**src/rtl/sio_pkg.sv**
```systemverilog
`timescale 1ns/1ps
package sio_pkg;

    // register offsets (byte addresses)
    localparam int OFS_MODE   = 'h00;
    localparam int OFS_RATE   = 'h04;
    localparam int OFS_CTRL   = 'h08;
    localparam int OFS_TXD    = 'h0C;
    localparam int OFS_STAT   = 'h10;
    localparam int OFS_RXD    = 'h14;
    localparam int OFS_FCTL   = 'h18;
    localparam int OFS_RXLVL  = 'h1C;
    localparam int OFS_PORT   = 'h20;
    localparam int OFS_LINE   = 'h24;

    // writable-bit masks
    localparam logic [7:0] MASK_MODE = 8'h7B;
    localparam logic [7:0] MASK_CTRL = 8'hFA;
    localparam logic [7:0] MASK_PORT = 8'hF3;

    // reset values
    localparam logic [7:0] RST_RATE = 8'hFF;
    localparam logic [7:0] RST_CTRL = 8'h20;

    // control bit positions
    localparam int CTRL_TXIE = 7;
    localparam int CTRL_RXIE = 6;
    localparam int CTRL_TXEN = 5;

    // status bit positions
    localparam int ST_TEND = 6;
    localparam int ST_TDE  = 5;
    localparam int ST_BRK  = 4;
    localparam int ST_RDF  = 1;
    localparam int ST_DR   = 0;

    // FIFO control bit positions
    localparam int FC_CLR = 1;
    localparam int FC_TRG = 6;

    typedef struct packed {
        logic tend;
        logic tde;
        logic brk;
        logic rdf;
        logic dr;
    } flag_t;

    typedef struct packed {
        logic mode;
        logic rate;
        logic ctrl;
        logic txd;
        logic stat;
        logic rxd;
        logic fctl;
        logic rxlvl;
        logic port;
        logic line;
    } hit_t;

    function automatic logic [3:0] trig_of(input logic [1:0] sel);
        case (sel)
            2'd0:    trig_of = 4'd1;
            2'd1:    trig_of = 4'd4;
            2'd2:    trig_of = 4'd8;
            default: trig_of = 4'd14;
        endcase
    endfunction

    function automatic logic [7:0] stat_byte(input flag_t f);
        stat_byte = '0;
        stat_byte[ST_TEND] = f.tend;
        stat_byte[ST_TDE]  = f.tde;
        stat_byte[ST_BRK]  = f.brk;
        stat_byte[ST_RDF]  = f.rdf;
        stat_byte[ST_DR]   = f.dr;
    endfunction

endpackage

```
**src/rtl/sio_cfg.sv**
```systemverilog
`timescale 1ns/1ps
module sio_cfg
    import sio_pkg::*;
#(
    parameter int DATA_W = 16
) (
    input  logic              clk,
    input  logic              rst_n,
    input  logic              wr_mode,
    input  logic              wr_rate,
    input  logic              wr_ctrl,
    input  logic              wr_fctl,
    input  logic              wr_port,
    input  logic [DATA_W-1:0] wdata,
    output logic [7:0]        mode_q,
    output logic [7:0]        rate_q,
    output logic [7:0]        ctrl_q,
    output logic [DATA_W-1:0] fctl_q,
    output logic [7:0]        port_q,
    output logic              fifo_clr
);

    typedef struct packed {
        logic [7:0]        mode;
        logic [7:0]        rate;
        logic [7:0]        ctrl;
        logic [DATA_W-1:0] fctl;
        logic [7:0]        port;
        logic              clr;
    } cfg_t;

    cfg_t st_d, st_q;

    always_comb begin
        st_d     = st_q;
        st_d.clr = 1'b0;
        if (wr_mode) st_d.mode = wdata[7:0] & MASK_MODE;
        if (wr_rate) st_d.rate = wdata[7:0];
        if (wr_ctrl) st_d.ctrl = wdata[7:0] & MASK_CTRL;
        if (wr_port) st_d.port = wdata[7:0] & MASK_PORT;
        if (wr_fctl) begin
            st_d.fctl = wdata;
            st_d.clr  = wdata[FC_CLR];
        end
    end

    always_ff @(posedge clk or negedge rst_n) begin
        if (!rst_n) begin
            st_q      <= '0;
            st_q.rate <= RST_RATE;
            st_q.ctrl <= RST_CTRL;
        end else begin
            st_q <= st_d;
        end
    end

    assign mode_q   = st_q.mode;
    assign rate_q   = st_q.rate;
    assign ctrl_q   = st_q.ctrl;
    assign fctl_q   = st_q.fctl;
    assign port_q   = st_q.port;
    assign fifo_clr = st_q.clr;


    mode_mask_chk: assert property (@(posedge clk) disable iff (!rst_n)
        (mode_q & ~MASK_MODE) == 8'h00);


    fifo_clr_chk: assert property (@(posedge clk) disable iff (!rst_n)
        (wr_fctl && wdata[FC_CLR]) |=> fifo_clr);

endmodule

```
**src/rtl/sio_flags.sv**
```systemverilog
`timescale 1ns/1ps
module sio_flags
    import sio_pkg::*;
(
    input  logic       clk,
    input  logic       rst_n,
    input  logic       wr_ctrl,
    input  logic       wr_txd,
    input  logic       wr_stat,
    input  logic       rd_stat,
    input  logic [7:0] wbyte,
    input  logic [7:0] ctrl_q,
    input  logic       brk_evt,
    input  logic       rx_full_evt,
    input  logic       rx_data_evt,
    output flag_t      flags_q,
    output logic       rx_irq
);

    typedef struct packed {
        flag_t f;
        logic  irq;
    } fstate_t;

    fstate_t st_d, st_q;

    always_comb begin
        st_d = st_q;
        // software-driven changes
        if (wr_ctrl) begin
            if (!wbyte[CTRL_TXEN]) st_d.f.tend = 1'b1;
            if (!wbyte[CTRL_RXIE]) st_d.irq    = 1'b0;
        end
        if (wr_txd) st_d.f.tde = 1'b0;
        if (wr_stat) begin
            if (!wbyte[ST_TEND]) st_d.f.tend = 1'b0;
            if (!wbyte[ST_TDE])  st_d.f.tde  = 1'b0;
            if (!wbyte[ST_BRK])  st_d.f.brk  = 1'b0;
            if (!wbyte[ST_RDF])  st_d.f.rdf  = 1'b0;
            if (!wbyte[ST_DR])   st_d.f.dr   = 1'b0;
            if (!wbyte[ST_RDF] || !wbyte[ST_DR]) st_d.irq = 1'b0;
        end
        // re-arm after the read value has been taken
        if (rd_stat && ctrl_q[CTRL_TXEN]) begin
            st_d.f.tde  = 1'b1;
            st_d.f.tend = 1'b1;
        end
        // hardware events win over clears
        if (brk_evt)     st_d.f.brk = 1'b1;
        if (rx_data_evt) st_d.f.dr  = 1'b1;
        if (rx_full_evt) begin
            st_d.f.rdf = 1'b1;
            if (ctrl_q[CTRL_RXIE]) st_d.irq = 1'b1;
        end
    end

    always_ff @(posedge clk or negedge rst_n) begin
        if (!rst_n) begin
            st_q        <= '0;
            st_q.f.tend <= 1'b1;
            st_q.f.tde  <= 1'b1;
        end else begin
            st_q <= st_d;
        end
    end

    assign flags_q = st_q.f;
    assign rx_irq  = st_q.irq;


    tde_clear_chk: assert property (@(posedge clk) disable iff (!rst_n)
        (wr_txd && !rd_stat) |=> !flags_q.tde);


    rearm_chk: assert property (@(posedge clk) disable iff (!rst_n)
        (rd_stat && ctrl_q[CTRL_TXEN]) |=> (flags_q.tde && flags_q.tend));


    brk_set_chk: assert property (@(posedge clk) disable iff (!rst_n)
        brk_evt |=> flags_q.brk);


    brk_keep_chk: assert property (@(posedge clk) disable iff (!rst_n)
        (wr_stat && wbyte[ST_BRK] && !brk_evt) |=> $stable(flags_q.brk));


    rxirq_drop_chk: assert property (@(posedge clk) disable iff (!rst_n)
        (wr_ctrl && !wbyte[CTRL_RXIE] && !rx_full_evt) |=> !rx_irq);


    rxirq_rise_chk: assert property (@(posedge clk) disable iff (!rst_n)
        $rose(rx_irq) |-> $past(rx_full_evt));

endmodule

```
**src/rtl/sio_regbank.sv**
```systemverilog
`timescale 1ns/1ps
module sio_regbank
    import sio_pkg::*;
#(
    parameter int ADDR_W     = 6,
    parameter int DATA_W     = 16,
    parameter int FIFO_DEPTH = 16,
    localparam int LVL_W     = $clog2(FIFO_DEPTH + 1)
) (
    input  logic              clk,
    input  logic              rst_n,
    input  logic [ADDR_W-1:0] bus_addr,
    input  logic              bus_wr,
    input  logic [DATA_W-1:0] bus_wdata,
    input  logic              bus_rd,
    output logic [DATA_W-1:0] bus_rdata,
    output logic              tx_valid,
    output logic [7:0]        tx_byte,
    output logic              tx_irq,
    output logic              rx_irq,
    input  logic              brk_evt,
    input  logic              rx_full_evt,
    input  logic              rx_data_evt,
    input  logic [7:0]        rx_head,
    input  logic [LVL_W-1:0]  rx_level,
    output logic              rx_pop,
    output logic [LVL_W-1:0]  rx_trig,
    output logic              fifo_clr
);

    hit_t              hit;
    logic [7:0]        mode_q, rate_q, ctrl_q, port_q;
    logic [DATA_W-1:0] fctl_q;
    flag_t             flags_q;

    typedef struct packed {
        logic       valid;
        logic [7:0] data;
    } txo_t;

    txo_t tx_d, tx_q;

    // address decode
    always_comb begin
        hit       = '0;
        hit.mode  = (bus_addr == ADDR_W'(OFS_MODE));
        hit.rate  = (bus_addr == ADDR_W'(OFS_RATE));
        hit.ctrl  = (bus_addr == ADDR_W'(OFS_CTRL));
        hit.txd   = (bus_addr == ADDR_W'(OFS_TXD));
        hit.stat  = (bus_addr == ADDR_W'(OFS_STAT));
        hit.rxd   = (bus_addr == ADDR_W'(OFS_RXD));
        hit.fctl  = (bus_addr == ADDR_W'(OFS_FCTL));
        hit.rxlvl = (bus_addr == ADDR_W'(OFS_RXLVL));
        hit.port  = (bus_addr == ADDR_W'(OFS_PORT));
        hit.line  = (bus_addr == ADDR_W'(OFS_LINE));
    end

    sio_cfg #(.DATA_W(DATA_W)) u_cfg (
        .clk      (clk),
        .rst_n    (rst_n),
        .wr_mode  (bus_wr && hit.mode),
        .wr_rate  (bus_wr && hit.rate),
        .wr_ctrl  (bus_wr && hit.ctrl),
        .wr_fctl  (bus_wr && hit.fctl),
        .wr_port  (bus_wr && hit.port),
        .wdata    (bus_wdata),
        .mode_q   (mode_q),
        .rate_q   (rate_q),
        .ctrl_q   (ctrl_q),
        .fctl_q   (fctl_q),
        .port_q   (port_q),
        .fifo_clr (fifo_clr)
    );

    sio_flags u_flags (
        .clk         (clk),
        .rst_n       (rst_n),
        .wr_ctrl     (bus_wr && hit.ctrl),
        .wr_txd      (bus_wr && hit.txd),
        .wr_stat     (bus_wr && hit.stat),
        .rd_stat     (bus_rd && hit.stat),
        .wbyte       (bus_wdata[7:0]),
        .ctrl_q      (ctrl_q),
        .brk_evt     (brk_evt),
        .rx_full_evt (rx_full_evt),
        .rx_data_evt (rx_data_evt),
        .flags_q     (flags_q),
        .rx_irq      (rx_irq)
    );

    // transmit byte hand-off
    always_comb begin
        tx_d.valid = bus_wr && hit.txd;
        tx_d.data  = tx_q.data;
        if (bus_wr && hit.txd) tx_d.data = bus_wdata[7:0];
    end

    always_ff @(posedge clk or negedge rst_n) begin
        if (!rst_n) tx_q <= '0;
        else        tx_q <= tx_d;
    end

    assign tx_valid = tx_q.valid;
    assign tx_byte  = tx_q.data;
    assign tx_irq   = ctrl_q[CTRL_TXIE];
    assign rx_pop   = bus_rd && hit.rxd;
    assign rx_trig  = LVL_W'(trig_of(fctl_q[FC_TRG +: 2]));

    // read multiplexer
    always_comb begin
        bus_rdata = '0;
        if (bus_rd) begin
            unique case (1'b1)
                hit.mode:  bus_rdata = DATA_W'(mode_q);
                hit.rate:  bus_rdata = DATA_W'(rate_q);
                hit.ctrl:  bus_rdata = DATA_W'(ctrl_q);
                hit.stat:  bus_rdata = DATA_W'(stat_byte(flags_q));
                hit.rxd:   bus_rdata = DATA_W'(rx_head);
                hit.fctl:  bus_rdata = fctl_q;
                hit.rxlvl: bus_rdata = DATA_W'(rx_level);
                hit.port:  bus_rdata = DATA_W'(port_q);
                default:   bus_rdata = '0;
            endcase
        end
    end


    tx_pulse_chk: assert property (@(posedge clk) disable iff (!rst_n)
        (bus_wr && hit.txd) |=> (tx_valid && tx_byte == $past(bus_wdata[7:0])));


    tx_single_chk: assert property (@(posedge clk) disable iff (!rst_n)
        !(bus_wr && hit.txd) |=> !tx_valid);


    line_zero_chk: assert property (@(posedge clk) disable iff (!rst_n)
        (bus_rd && hit.line) |-> (bus_rdata == '0));


    pop_once_chk: assert property (@(posedge clk) disable iff (!rst_n)
        rx_pop |-> (bus_rd && $onehot0(hit)));

endmodule

```
**config.mk**
```make
export PLATFORM = sky130hd
export DESIGN_NAME = sio_regbank
export DESIGN_NICKNAME = d
export VERILOG_FILES = /design/src/rtl/sio_pkg.sv /design/src/rtl/sio_cfg.sv /design/src/rtl/sio_flags.sv /design/src/rtl/sio_regbank.sv
export SDC_FILE = /design/constraint.sdc
export NUM_CORES = 1
export LEC_CHECK = 0
export BUFFER_PORTS_ARGS = -buffer_cell sky130_fd_sc_hd__buf_2
export CAP_MARGIN = 10
export CORE_MARGIN = 2
export CORE_UTILIZATION = 32
export DETAILED_ROUTE_END_ITERATION = 8
export GPL_TIMING_DRIVEN = 0
export PLACE_DENSITY = 0.54
export SLEW_MARGIN = 20
export SYNTH_ARGS = -nofsm -noshare
export SYNTH_HDL_FRONTEND = slang
export SYNTH_SLANG_ARGS = --single-unit
```
**constraint.sdc**
```tcl
create_clock -name clk -period 1.6 [get_ports clk]
set_input_delay 0.08 -clock clk [delete_from_list [all_inputs] [get_ports clk]]
set_output_delay 0.08 -clock clk [all_outputs]
set_load 0.01 [all_outputs]
```
==> metrics.txt <==
status finished, violations left; failing checks setup timing; HP Class in2reg; core box area 0.00864 mm2; starting utilization of the core area 32.7%; via/cell ratio 4.92; first-pass GRT wire length 12.2 mm; post-route ant nets 0; initial antenna violation count 0; gr usage total 16.8%; Final Util 42.7%; area delta synth->final 30.6%; layout cell share with drive strength beyond 1 51.8%; most numerous cell in the Yosys netlist mux2_2; MaxCap Viol Count 0; R2R setup slack 0.69 ns; power density cells 985 mW/mm2; clock buffer count from CTS 9; M1 GR Usage 21.1%; Die ar. 0.00958 mm2; Syn Inst Count 227; CP Data Required Time 1.52 ns; DRC viols 0; Final min period 1.88 ns; Avg Inst Size Synth 12.4 um2; post-synth top area cell dfrtp_1; H-tree levels 3; crit path max fanout 2; max-slew violation count 0; Vias 2155; clock tree buffer depth 2; WL/cell 17.5 um; Worst-path clk slew 0.06 ns; Die W 97.9 um; DRC marker count from the first detailed-route iteration 126; Setup-failing EPs final 3; Post-Route WL 7.66 mm; CP Launch Type flip-flop; VDD IR max 0.615 mV; number of global-route vias before repair 2259; Mapped Nets 269; Final Cycle Share 118%; post-DP HPWL 5.21 mm; non-filler cells, final 438; Yosys top cell area share 41.7%; register bit count reported by yosys 58; CTS tree done; Crit. Startpoint u_cfg.rate_q[6]; RSZ-0062 raised after global routing true; antenna cells 0; crit path capture bus_rdata[6]; R2R cell count 2; 1st-pass router iterations 4; gr ovfl total 0; synth unique cells 39; io pins 76; slew margin rel. 51.3%; Placer Congestion 0.734; # port buffers 71; Least-Margin Pin Slew 0.731 ns; RR Endpoint u_flags.flags_q[4]; Top FF cell, synth dfrtp_1; P_leak 1.77 nW; top post-synthesis cells by area dfrtp_1, mux2_2, dfstp_2; Final WS setup -0.284 ns; sequential share of the synthesized area 52.0%; Clock Latency Late Sink 0.34 ns; Post-synth EDFFs 0; Most Used Layer, Global Route met2; critical path class reg2out; Total Power 3.63 mW; r2r startpoint u_flags.flags_q[4]; Root Buffer clkbuf_8; die span in y 97.9 um; largest net degree at the start of global routing 59; row count 34; FMAX 531 MHz; nets@finish 367; Fin. Hold Viols 0; GR Util met3 5.44%; crit path capture type primary output; Cell Area, Synth 0.00282 mm2; Final Skew 0.00827 ns; CTS Sinks 58; Commonest cells post-synth mux2_2, dfrtp_1, nand2_1, o21ai_0; Synth warnings 0; routing usage on met2 27.6%; CP arrival 1.80 ns; asr flop ratio synth 100%; Cell Count Post-Placement 406
-- area by class of cell --
class                   instances  area, um2
plain buffers                  14       80.1
clock inverters                 3       40.0
inverters                       2       7.51
flip-flops and latches         58       1470
well taps                     108        135
multi-input cells             153       1290
repair buffers                 87        513
clock buffers                  13        149
fillers                       863       4950
-- worst max-delay path: stages (launching register included) --
cell     delay, ns
dfstp_2       0.53
mux2i_1       0.06
or2_4         0.23
a221o_1       0.34
a21oi_2       0.17
buf_2         0.15
-- logic make-up after synthesis --
group	after synthesis	synth area share, %
buf+inv	16	2.75
other cells	1	0.133
mux	58	24.1
simple gates	56	11.9
flops	58	52.0
compound gates	38	9.10
-- how the worst min path moves through the flow --
stage	start	endpoint	slack (ns)	cells past startpoint
floorplan	rst_n	tx_byte[0]	-0.22	0
global placement	rx_data_evt	u_flags.flags_q[0]	0.28	2
detailed placement	rst_n	u_cfg.fctl_q[9]	0.20	1
CTS	bus_rd	u_flags.flags_q[3]	0.01	3
global route	bus_wdata[7]	u_cfg.ctrl_q[7]	0.04	2
finish	bus_rd	u_flags.flags_q[3]	0.03	3
-- power by group --
group          internal (mW)  switching, mW
combinational          0.295          0.242
sequential              1.67         0.0905
clock                  0.758          0.568
-- layer usage --
metal / wire (um) / vias to the layer above
met5: 0 / -
met2: 3790 / 69
met1: 3310 / 1062
met4: 71 / 0
met3: 489 / 7
li1: - / 1017
-- through the flow --
stage	instance area, um2	hold slack [ns]	TNS (ns)	setup WS [ns]
6_report	3680	0.0309	-0.324	-0.284
5_1_grt	3680	0.0419	-1.11	-0.364
4_1_cts	3670	0.0132	-0.455	-0.322
3_5_place_dp	3310	0.203	-10.90	-0.459
3_3_place_gp	3310	0.280	-10.89	-0.429
2_1_floorplan	2820	-0.216	0	0.0842
-- registers in the layout, summed over array words and instances, names as in the netlist --
signal           cells
tx_valid             1
u_cfg.ctrl_q         6
u_cfg.rate_q         8
u_cfg.fctl_q        16
tx_byte              8
u_cfg.fifo_clr       1
u_flags.flags_q      5
u_flags.rx_irq       1
u_cfg.mode_q         6
u_cfg.port_q         6
-- layout by cell type, fill, tap and decap left out, types with 3 or more instances in the layout --
master / n
nand3_2: 3
dfrtp_1: 47
nor2_1: 9
mux4_2: 3
o21ai_0: 12
dfstp_2: 11
and2_1: 11
nand4_1: 4
clkbuf_1: 6
nor2b_1: 3
nand2_1: 14
mux2i_1: 5
dlygate4sd3_1: 14
buf_4: 6
mux2_2: 50
a22o_1: 4
a21oi_1: 6
clkbuf_8: 10
buf_2: 75
-- timing repair --
action | CTS | global route
setup endpoints to repair | 8 | 8
endpoints found under the hold margin | 63 | 0
pin swaps | 9 | 3
hold buffers | 14 | 0
gates resized for setup | 6 | 7
buffers inserted | 2 | 0
Power figures use the tool's default switching activity.
